==> src/rtl/wdt_pkg.sv <==
package wdt_pkg;
  localparam int ADDR_W = 5;
  localparam int DATA_W = 32;
  localparam int CTRL_W = 6;

  localparam logic [ADDR_W-1:0] OFF_STATUS  = 5'h00;
  localparam logic [ADDR_W-1:0] OFF_RELOAD  = 5'h04;
  localparam logic [ADDR_W-1:0] OFF_RESTART = 5'h08;
  localparam logic [ADDR_W-1:0] OFF_CTRL    = 5'h0C;

  // control bit positions
  localparam int CB_EN      = 0;
  localparam int CB_RST_EN  = 1;
  localparam int CB_IRQ_EN  = 2;
  localparam int CB_TICKSEL = 4;
  localparam int CB_SCOPE   = 5;

  typedef struct packed {
    logic load;     // reload from restart key or enable rising
    logic dec;      // ordinary decrement
    logic fire;     // timeout: reload and pulse
    logic fireIrq;  // pulse interrupt with this timeout
    logic fireRst;  // pulse reset request with this timeout
  } wdtStrobes_t;
endpackage

==> src/rtl/wdt_control.sv <==
module wdt_control
  import wdt_pkg::*;
#(
  parameter int CNT_W = 32,
  parameter logic [CNT_W-1:0] RELOAD_RST = 32'h03EF1480,
  parameter logic [DATA_W-1:0] RESTART_KEY = 32'h0000_4755
) (
  input  logic              clk,
  input  logic              rstN,
  input  logic              wrEn,
  input  logic [ADDR_W-1:0] addr,
  input  logic [DATA_W-1:0] wrData,
  input  logic              tickIn,
  input  logic [CNT_W-1:0]  cntVal,
  output logic [DATA_W-1:0] rdData,
  output wdtStrobes_t       stb,
  output logic [CNT_W-1:0]  reloadVal,
  output logic [CTRL_W-1:0] ctrlBits
);
  logic wrReload, wrCtrl, wrKey, enRise, tickNow, nearEnd;

  assign wrReload = wrEn && (addr == OFF_RELOAD);
  assign wrCtrl   = wrEn && (addr == OFF_CTRL);
  assign wrKey    = wrEn && (addr == OFF_RESTART) && (wrData == RESTART_KEY);
  assign enRise   = wrCtrl && wrData[CB_EN] && !ctrlBits[CB_EN];

  assign tickNow  = ctrlBits[CB_TICKSEL] ? tickIn : 1'b1;
  assign nearEnd  = (cntVal <= CNT_W'(1));

  always_comb begin
    stb         = '0;
    stb.load    = wrKey || enRise;
    if (!stb.load && ctrlBits[CB_EN] && tickNow) begin
      stb.fire = nearEnd;
      stb.dec  = !nearEnd;
    end
    stb.fireIrq = stb.fire && ctrlBits[CB_IRQ_EN];
    stb.fireRst = stb.fire && ctrlBits[CB_RST_EN];
  end

  always_ff @(posedge clk or negedge rstN) begin
    if (!rstN) begin
      reloadVal <= RELOAD_RST;
      ctrlBits  <= '0;
    end else begin
      if (wrReload) reloadVal <= wrData[CNT_W-1:0];
      if (wrCtrl)   ctrlBits  <= wrData[CTRL_W-1:0];
    end
  end

  always_comb begin
    unique case (addr)
      OFF_STATUS: rdData = DATA_W'(cntVal);
      OFF_RELOAD: rdData = DATA_W'(reloadVal);
      OFF_CTRL:   rdData = DATA_W'(ctrlBits);
      default:    rdData = '0;
    endcase
  end
endmodule

==> src/rtl/wdt_datapath.sv <==
module wdt_datapath
  import wdt_pkg::*;
#(
  parameter int CNT_W = 32,
  parameter logic [CNT_W-1:0] RELOAD_RST = 32'h03EF1480
) (
  input  logic             clk,
  input  logic             rstN,
  input  wdtStrobes_t      stb,
  input  logic [CNT_W-1:0] reloadVal,
  output logic [CNT_W-1:0] cntVal,
  output logic             irqPulse,
  output logic             rstPulse
);
  always_ff @(posedge clk or negedge rstN) begin
    if (!rstN) begin
      cntVal   <= RELOAD_RST;
      irqPulse <= 1'b0;
      rstPulse <= 1'b0;
    end else begin
      if (stb.load || stb.fire) cntVal <= reloadVal;
      else if (stb.dec)         cntVal <= cntVal - CNT_W'(1);
      irqPulse <= stb.fireIrq;
      rstPulse <= stb.fireRst;
    end
  end
endmodule

==> src/rtl/keyed_watchdog.sv <==
module keyed_watchdog
  import wdt_pkg::*;
#(
  parameter int CNT_W = 32,
  parameter logic [CNT_W-1:0] RELOAD_RST = 32'h03EF1480,
  parameter logic [DATA_W-1:0] RESTART_KEY = 32'h0000_4755
) (
  input  logic              clk,
  input  logic              rstN,
  input  logic              wrEn,
  input  logic [ADDR_W-1:0] addr,
  input  logic [DATA_W-1:0] wrData,
  output logic [DATA_W-1:0] rdData,
  input  logic              tickIn,
  output logic              irqOut,
  output logic              rstReqOut,
  output logic              rstScopeOut
);
  wdtStrobes_t       stb;
  logic [CNT_W-1:0]  cntVal;
  logic [CNT_W-1:0]  reloadVal;
  logic [CTRL_W-1:0] ctrlBits;

  wdt_control #(.CNT_W(CNT_W), .RELOAD_RST(RELOAD_RST), .RESTART_KEY(RESTART_KEY)) ctl_i (
    .clk(clk), .rstN(rstN), .wrEn(wrEn), .addr(addr), .wrData(wrData),
    .tickIn(tickIn), .cntVal(cntVal), .rdData(rdData), .stb(stb),
    .reloadVal(reloadVal), .ctrlBits(ctrlBits)
  );

  wdt_datapath #(.CNT_W(CNT_W), .RELOAD_RST(RELOAD_RST)) dp_i (
    .clk(clk), .rstN(rstN), .stb(stb), .reloadVal(reloadVal),
    .cntVal(cntVal), .irqPulse(irqOut), .rstPulse(rstReqOut)
  );

  assign rstScopeOut = ctrlBits[CB_SCOPE];
endmodule

==> config.mk <==
export PLATFORM = sky130hd
export DESIGN_NAME = keyed_watchdog
export DESIGN_NICKNAME = d
export VERILOG_FILES = /design/src/rtl/wdt_pkg.sv /design/src/rtl/wdt_control.sv /design/src/rtl/wdt_datapath.sv /design/src/rtl/keyed_watchdog.sv
export SDC_FILE = /design/constraint.sdc
export NUM_CORES = 1
export LEC_CHECK = 0
export BUFFER_PORTS_ARGS = -buffer_cell sky130_fd_sc_hd__buf_2
export CORE_MARGIN = 5
export CORE_UTILIZATION = 40
export CTS_CLUSTER_DIAMETER = 200
export CTS_CLUSTER_SIZE = 8
export DETAILED_ROUTE_END_ITERATION = 10
export HOLD_SLACK_MARGIN = 0.05
export SLEW_MARGIN = 20
export SYNTH_ARGS = -nofsm -noshare
export SYNTH_HDL_FRONTEND = slang
export SYNTH_HIERARCHICAL = 1
export SYNTH_SLANG_ARGS = --single-unit
==> constraint.sdc <==
create_clock -name clk -period 5.3 [get_ports clk]
set_input_delay 1.06 -clock clk [delete_from_list [all_inputs] [get_ports clk]]
set_output_delay 1.06 -clock clk [all_outputs]
set_load 0.01 [all_outputs]
== Word-level counts from Yosys, hierarchy flattened ==
Cells that the tools add are included.

* Flip-flop bits (word level): 72
* Bits in latches: 0
* RAM bits: 0
* Memory bits (read-only): 0
* Bits of input ports: 41
* Output and inout bits: 35
* Word-level logic and storage cells: 33
* Memories: 0

* Add/sub/neg operators: 1
* $mul: 0
* Div/mod/pow operators: 0
* $lt $le $gt $ge: 1
* Equality and inequality tests: 4
* Shift-type cells: 0
* Multiplexer cells: 5
* Bitwise logic cells: 0
* Reductions and logical operators: 17

{| class="wikitable"
|+ Operator list
! operator !! count
|-
| $pmux W32 S3 || 1
|-
| $mux W32 || 2
|-
| $eq A32 B15 Y1 const B || 1
|-
| $le A32 B1 Y1 const B || 1
|-
| $sub A32 B1 Y32 const B || 1
|-
| $eq A5 B4 Y1 const B || 2
|-
| $logic_and A1 B1 Y1 || 10
|-
| $eq A5 B3 Y1 const B || 1
|-
| $logic_not A5 Y1 || 1
|-
| $logic_not A1 Y1 || 3
|-
| $logic_or A1 B1 Y1 || 2
|-
| $mux W2 || 1
|-
| $reduce_bool A2 Y1 || 1
|-
| $mux W1 || 1
|}

== Depth between registers and ports, before layout ==
Gate-level depths: netlist (run 1).

* Depth in word-level cells: 11
* Mapped depth: 10
* Mapped depth without buffers: 9

== Hierarchy ==
Netlist (run 1), hierarchy kept.

{| class="wikitable"
|+ By module, submodules not included
! module !! times used !! cells an instance !! area each (um^2) !! seq. area each (um^2)
|-
| wdt_control || 1 || 163 || 2,048.2 || 965.9
|-
| wdt_datapath || 1 || 204 || 1,870.5 || 865.8
|}

== Worst setup path before layout (run 1) ==
Ideal clock, no wire load.

* Path type: input -> register
* Start point: input wrData[25]
* End point: register dp_i.cntVal[27]
* Setup time: 0.137 ns
* Arrival: 3.103 ns
* Data required time: 5.163 ns
* Setup slack: 2.060 ns
* Cell stages on the path: 10
* Path through: or4_4 -> nor4_4 -> nand3_2 -> and4b_1 -> nor3b_2 -> nand4_1 -> clkbuf_1 -> nor4_1 -> xnor2_1 -> a21oi_1

{| class="wikitable"
|+ RTL lines
! item !! line !! text
|-
| start, declared || keyed_watchdog.sv:12 || <nowiki>input logic [DATA_W-1:0] wrData,</nowiki>
|-
| end signal, assigned || wdt_datapath.sv:21 || <nowiki>if (stb.load || stb.fire) cntVal <= reloadVal;</nowiki>
|-
| end signal, assigned || wdt_datapath.sv:22 || <nowiki>else if (stb.dec) cntVal <= cntVal - CNT_W'(1);</nowiki>
|-
| end, declared || wdt_datapath.sv:11 || <nowiki>output logic [CNT_W-1:0] cntVal,</nowiki>
|}

== Final worst setup path (run 1) ==
* Start point: input addr[1]
* End point: output rdData[2]

* Cells in the longest elaborated chain, start to end: 2

{| class="wikitable"
|+ Ends and longest elaborated chain
! item !! line !! text
|-
| start, declared || keyed_watchdog.sv:11 || <nowiki>input logic [ADDR_W-1:0] addr,</nowiki>
|-
| $eq A5 B4 Y1, or another cell as far along || wdt_control.sv:52 || <nowiki>unique case (addr)</nowiki>
|-
| $pmux W32 S3 (*) || wdt_control.sv:52 ||
|-
| end, declared || keyed_watchdog.sv:13 || <nowiki>output logic [DATA_W-1:0] rdData,</nowiki>
|}

Mark *: on every way between the ends. The rest lies on a longest branch, timed or not.

==> results of run 1 <==
final cells by class:
type                    instances  share of cell area
multi-input cells             266               0.430
flip-flops and latches         72               0.400
repair buffers                 79              0.0885
clock buffers                  15              0.0363
well taps                     133              0.0363
inverters                       9             0.00738
clock inverters                 1             0.00109
cell usage in the layout, fill, tap and decap left out, types with 5 or more instances in the layout:
cell	instances
buf_2	75
dfrtp_1	48
nor2_1	39
mux2_2	36
a21oi_1	32
a22o_1	26
dfstp_2	24
nor4_1	19
xnor2_1	17
nor3_1	14
xor2_1	14
clkbuf_8	11
inv_1	9
a222oi_1	6
nand2_1	6
nand4b_1	5
state kept, by name, indices dropped and copies added (netlist names):
signal,cells
ctl_i/ctrlBits,6
ctl_i/reloadVal,32
dp_i/cntVal,32
dp_i/irqPulse,1
dp_i/rstPulse,1
worst max-delay path: cells and delay by family:
kind,cells,cell delay [ns]
simple gates,2,1.09
buf+inv,4,0.69
compound gates,1,0.11
Yosys cell counts, types with 5 or more instances:
cell / n
dfrtp_1: 48
nor2_1: 40
mux2_2: 36
a21oi_1: 32
a22o_1: 26
dfstp_2: 24
nor4_1: 19
xnor2_1: 17
nor3_1: 14
xor2_1: 14
clkbuf_1: 11
inv_1: 9
buf_2: 7
a222oi_1: 6
nand2_1: 6
nand4b_1: 5
power groups by stage:
stage / clock network (µW) / logic (µW) / registers (µW)
2_1_floorplan: 0 / 364 / 899
3_3_place_gp: 0 / 438 / 979
3_5_place_dp: 0 / 450 / 980
4_1_cts: 404 / 453 / 971
5_1_grt: 428 / 506 / 1000
6_report: 390 / 452 / 971
kinds of logic after synthesis:
logic type	count (synthesis)	share of synthesized area
multiplexers	39	0.112
flip-flops	72	0.467
buffers and inverters	29	0.0313
AO/OA/AOI/OAI	65	0.116
XOR/XNOR	31	0.0693
AND/OR/NAND/NOR	130	0.201
adder cells (fa/ha/maj)	1	0.00319
worst paths after layout:
check                                     from                   to  slack [ns]  depth (start not counted)
max                                    addr[1]            rdData[2]        1.28                          7
min                        ctl_i/reloadVal[25]      dp_i/cntVal[25]        0.51                          2
max reg2reg                    dp_i/cntVal[24]      dp_i/cntVal[27]        2.24                          9
min reg2reg                ctl_i/reloadVal[25]      dp_i/cntVal[25]        0.51                          2
max in group asynchronous                 rstN  ctl_i/reloadVal[25]        3.47                          2
min in group asynchronous                 rstN       dp_i/cntVal[3]        0.83                          1
stage by stage:
stage                     setup WS (ns)  hold slack, ns
after floorplan                    2.06           0.478
after global placement             1.35           0.497
after detailed placement           1.30           0.499
after CTS                          1.30           0.512
after global routing               1.17           0.525
final                              1.28           0.514
per-layer routing:
layer | GRT usage | part of all wire
met3 | 0.0379 | 0.056
met5 | 0 | 0
met4 | 0.0667 | 0.018
met2 | 0.268 | 0.45
met1 | 0.254 | 0.47
==> flow_summary.json, run 1 <==
{
  "status": "completed",
  "grt_pass1_vias": 3167,
  "path_cells": "buf_2 -> or4_4 -> nor2_2 -> buf_4 -> a222oi_1 -> inv_1 -> buf_2",
  "power.internal_uw": 1180,
  "power.switching_uw": 632,
  "synth.avg_cell_area_um2": 10.7,
  "finalCritPeriodShare": 0.759,
  "gp_congestion": 0.806,
  "synth-async-reset-ratio": 1.00,
  "h-tree-depth": 3,
  "port_buffers": 75,
  "crit_path_end_kind": "output pin",
  "drt_iter0_drc": 209,
  "critPathMostFrequentCell": "buf_2",
  "syn-num-nets": 409,
  "swShare": 0.349,
  "synth_edf_count": 0,
  "overflow": 0,
  "regArea_um2": 1830,
  "worst-path-max-fanout": 19,
  "multi_input_area_um2": 1970,
  "clock_latency_ns": 0.35,
  "max_cap_violations": 0,
  "cts-root-buf": "clkbuf_8",
  "comb_power_share": 0.249,
  "placed_cells": 559,
  "syn-cell-area_um2": 3920,
  "ys_top_cells_by_area": "dfrtp_1 (31%), dfstp_2 (16%), mux2_2 (10%)",
  "synth_top_cell_by_area": "dfrtp_1",
  "ys_seq_area_frac": 0.467,
  "cts_sinks": 72,
  "hold_class": "reg -> reg",
  "cts_buffers": 9,
  "slowest_stage": "or4_4",
  "vias_per_cell": 5.48,
  "cts.hold.buffers_added": 0,
  "power_frac_seq": 0.536,
  "fmax_mhz": 249,
  "syn_inst": 367,
  "final_cells": 575,
  "synth.distinct_cells": 43,
  "final_util": 0.473,
  "finalSetupViolCount": 0,
  "min_period_ns": 4.02,
  "cts_tree": "done",
  "rows": 36,
  "antenna_found_initial": 0,
  "post_cts_buffers": 0,
  "cp_data_required_time_ns": 4.24,
  "cts_buffer_depth": 2,
  "peakVddDrop_uv": 149,
  "worstSetupStartpointType": "input pin",
  "clk_pin_slew_ns": 0.07,
  "die_w_um": 109,
  "ys.warnings.count": 6,
  "n_fill_cell": 937,
  "maxSlewViolCount": 0,
  "synth-seq-cells": 72,
  "fin_area_um2": 4580,
  "drc_errors": 0,
  "io_pins": 76,
  "cp.arrival_ns": 2.96,
  "hpwl_um": 7350,
  "fin_setup_tns_ns": 0,
  "finalNetCount": 479,
  "tightest_slew_ns": 0.852,
  "fp.dieH_um": 109,
  "timing.slew.headroom": 0.432,
  "diodes": 0,
  "die_area_um2": 11900,
  "rsz0062_at_grt": "no",
  "grt_pass1_wl_um": 16300,
  "synth_ff_type": "dfrtp_1",
  "cts_resized": 0,
  "drt-pass1-iter-count": 5,
  "grt_max_degree": 40,
  "area_growth_pct": 16.9,
  "p_per_area_nw_per_um2": 396,
  "finalHoldViolCount": 0,
  "slowest_delay_ns": 0.56,
  "power_leakage_uw": 0.00208,
  "core_um2": 9680,
  "finalWirelength_um": 10000,
  "power.total_uw": 1810,
  "place_area_um2": 4410,
  "num_vias": 3150,
  "netlist.area_leader.share": 0.307,
  "drive_above_1_share": 0.382,
  "path_class": "in -> out",
  "fin_worst_skew_ns": 0.0112,
  "pwr-share-clk": 0.215,
  "postRouteAntennaNets": 0,
  "grt_usage": 0.179,
  "wl_per_cell_um": 17.5,
  "start_util": 0.405
}
Power figures use the tool's default switching activity.
==> run 2, diff against run 1 <==
==> constraint.sdc (replaced) <==
create_clock -name clk -period 3.4 [get_ports clk]
set_input_delay 0.68 -clock clk [delete_from_list [all_inputs] [get_ports clk]]
set_output_delay 0.68 -clock clk [all_outputs]
set_load 0.01 [all_outputs]
==> flow_summary.json, run 2 (synthesis gave the netlist of run 1 again) <==
{
  "core_um2": 9680,
  "hpwl_um": 7260,
  "peakVddDrop_uv": 265,
  "fin_setup_tns_ns": 0,
  "grtUsageMet1": 0.248,
  "num_vias": 3182,
  "tightest_slew_ns": 0.794,
  "antenna_found_initial": 0,
  "gp_congestion": 0.819,
  "cts_sinks": 72,
  "finalHoldViolCount": 0,
  "finalWirelength_um": 10100,
  "h-tree-depth": 3,
  "drc_errors": 0,
  "cts_resized": 0,
  "status": "completed",
  "p_per_area_nw_per_um2": 628,
  "grt_util_met2": 0.268,
  "grt_usage": 0.177,
  "drt-pass1-iter-count": 6,
  "diodes": 0,
  "start_util": 0.405,
  "grt_max_degree": 41,
  "power_leakage_uw": 0.00211,
  "clk_pin_slew_ns": 0.07,
  "worst-path-max-fanout": 32,
  "post_cts_buffers": 0,
  "drt_iter0_drc": 178,
  "finalNetCount": 481,
  "setup_ws_ns": 0.547,
  "pre_cts_ws_ns": 0.247,
  "cts_buffer_depth": 2,
  "rsz0062_at_grt": "no",
  "max_cap_violations": 0,
  "gr-usage-met3": 0.0450,
  "postRouteAntennaNets": 0,
  "port_buffers": 75,
  "most-common-layout-cells": "buf_2 (75), dfrtp_1 (48), nor2_1 (39), mux2_2 (36), a21oi_1 (32)",
  "fmax_mhz": 351,
  "vias_per_cell": 5.51,
  "grt_pass1_wl_um": 16200,
  "top_regs": "ctl_i/reloadVal (32), dp_i/cntVal (32), ctl_i/ctrlBits (6)",
  "multi_input_area_um2": 1970,
  "grt_pass1_vias": 3179,
  "slowest_stage": "or4_4",
  "fin_worst_skew_ns": 0.0104,
  "n_fill_cell": 928,
  "drive_above_1_share": 0.390,
  "slowest_delay_ns": 0.57,
  "cp_num_buf_inv": 4,
  "maxSlewViolCount": 0,
  "finalSetupViolCount": 0,
  "fin_area_um2": 4640,
  "worstSetupStartpointType": "input pin",
  "io_pins": 76,
  "crit_path_end_kind": "output pin",
  "path_class": "in -> out",
  "final_common_cell": "buf_2",
  "grt-busiest-layer": "met2",
  "overflow": 0,
  "final_util": 0.479,
  "area_growth_pct": 18.3,
  "fp.dieH_um": 109,
  "min_period_ns": 2.85,
  "cts_tree": "done",
  "wl_per_cell_um": 17.5,
  "die_w_um": 109,
  "crit_family": "simple AND/OR/NAND/NOR gates",
  "place_area_um2": 4440,
  "finalCritPeriodShare": 0.839,
  "path_cells": "buf_2 -> or4_4 -> nor2_2 -> buf_4 -> a222oi_1 -> inv_1 -> buf_2",
  "cp_data_required_time_ns": 2.72,
  "hold_class": "in -> async",
  "cp.arrival_ns": 2.17,
  "cts.hold.buffers_added": 0,
  "die_area_um2": 11900,
  "timing.slew.headroom": 0.469,
  "critPathMostFrequentCell": "buf_2",
  "regArea_um2": 1830,
  "clock_latency_ns": 0.35,
  "cts-root-buf": "clkbuf_8",
  "rows": 36,
  "cts_buffers": 9
}
-- run 2: worst paths after layout --
path	end	cells after the start	start	slack, ns
max	rdData[0]	7	addr[1]	0.55
min	ctl_i/reloadVal[20]	1	rstN	0.41
max reg2reg	dp_i/cntVal[29]	10	dp_i/cntVal[7]	0.55
min reg2reg	ctl_i/ctrlBits[3]	1	ctl_i/ctrlBits[3]	0.52
max in group asynchronous	ctl_i/reloadVal[7]	2	rstN	2.25
min in group clk	ctl_i/ctrlBits[3]	1	ctl_i/ctrlBits[3]	0.52
-- run 2: power by group --
part           internal, µW  total [µW]  leakage, µW  switching [µW]
registers              1160        1510     0.000862             350
logic                   377         718      0.00115             341
clock network           377         684     0.000103             307
-- run 2: layout make-up --
cell class              count  area share
flip-flops and latches     72       0.395
well taps                 133      0.0359
clock buffers              13      0.0343
multi-input cells         266       0.425
repair buffers             81      0.0934
clock inverters             3     0.00864
inverters                   9     0.00729
-- run 2: through the flow --
step	hold slack [ns]	instances	power, µW
after floorplan	0.384	367	1970
after global placement	0.494	561	2220
after detailed placement	0.493	561	2230
after CTS	0.425	577	2930
after global routing	0.471	577	3090
final	0.407	577	2910
-- run 2: metal layers --
| metal | up-vias | wire, µm |
|---|---|---|
| li1 | 1506 | - |
| met3 | 9 | 557 |
| met5 | - | 0 |
| met2 | 102 | 4570 |
| met4 | 0 | 142 |
| met1 | 1565 | 4820 |
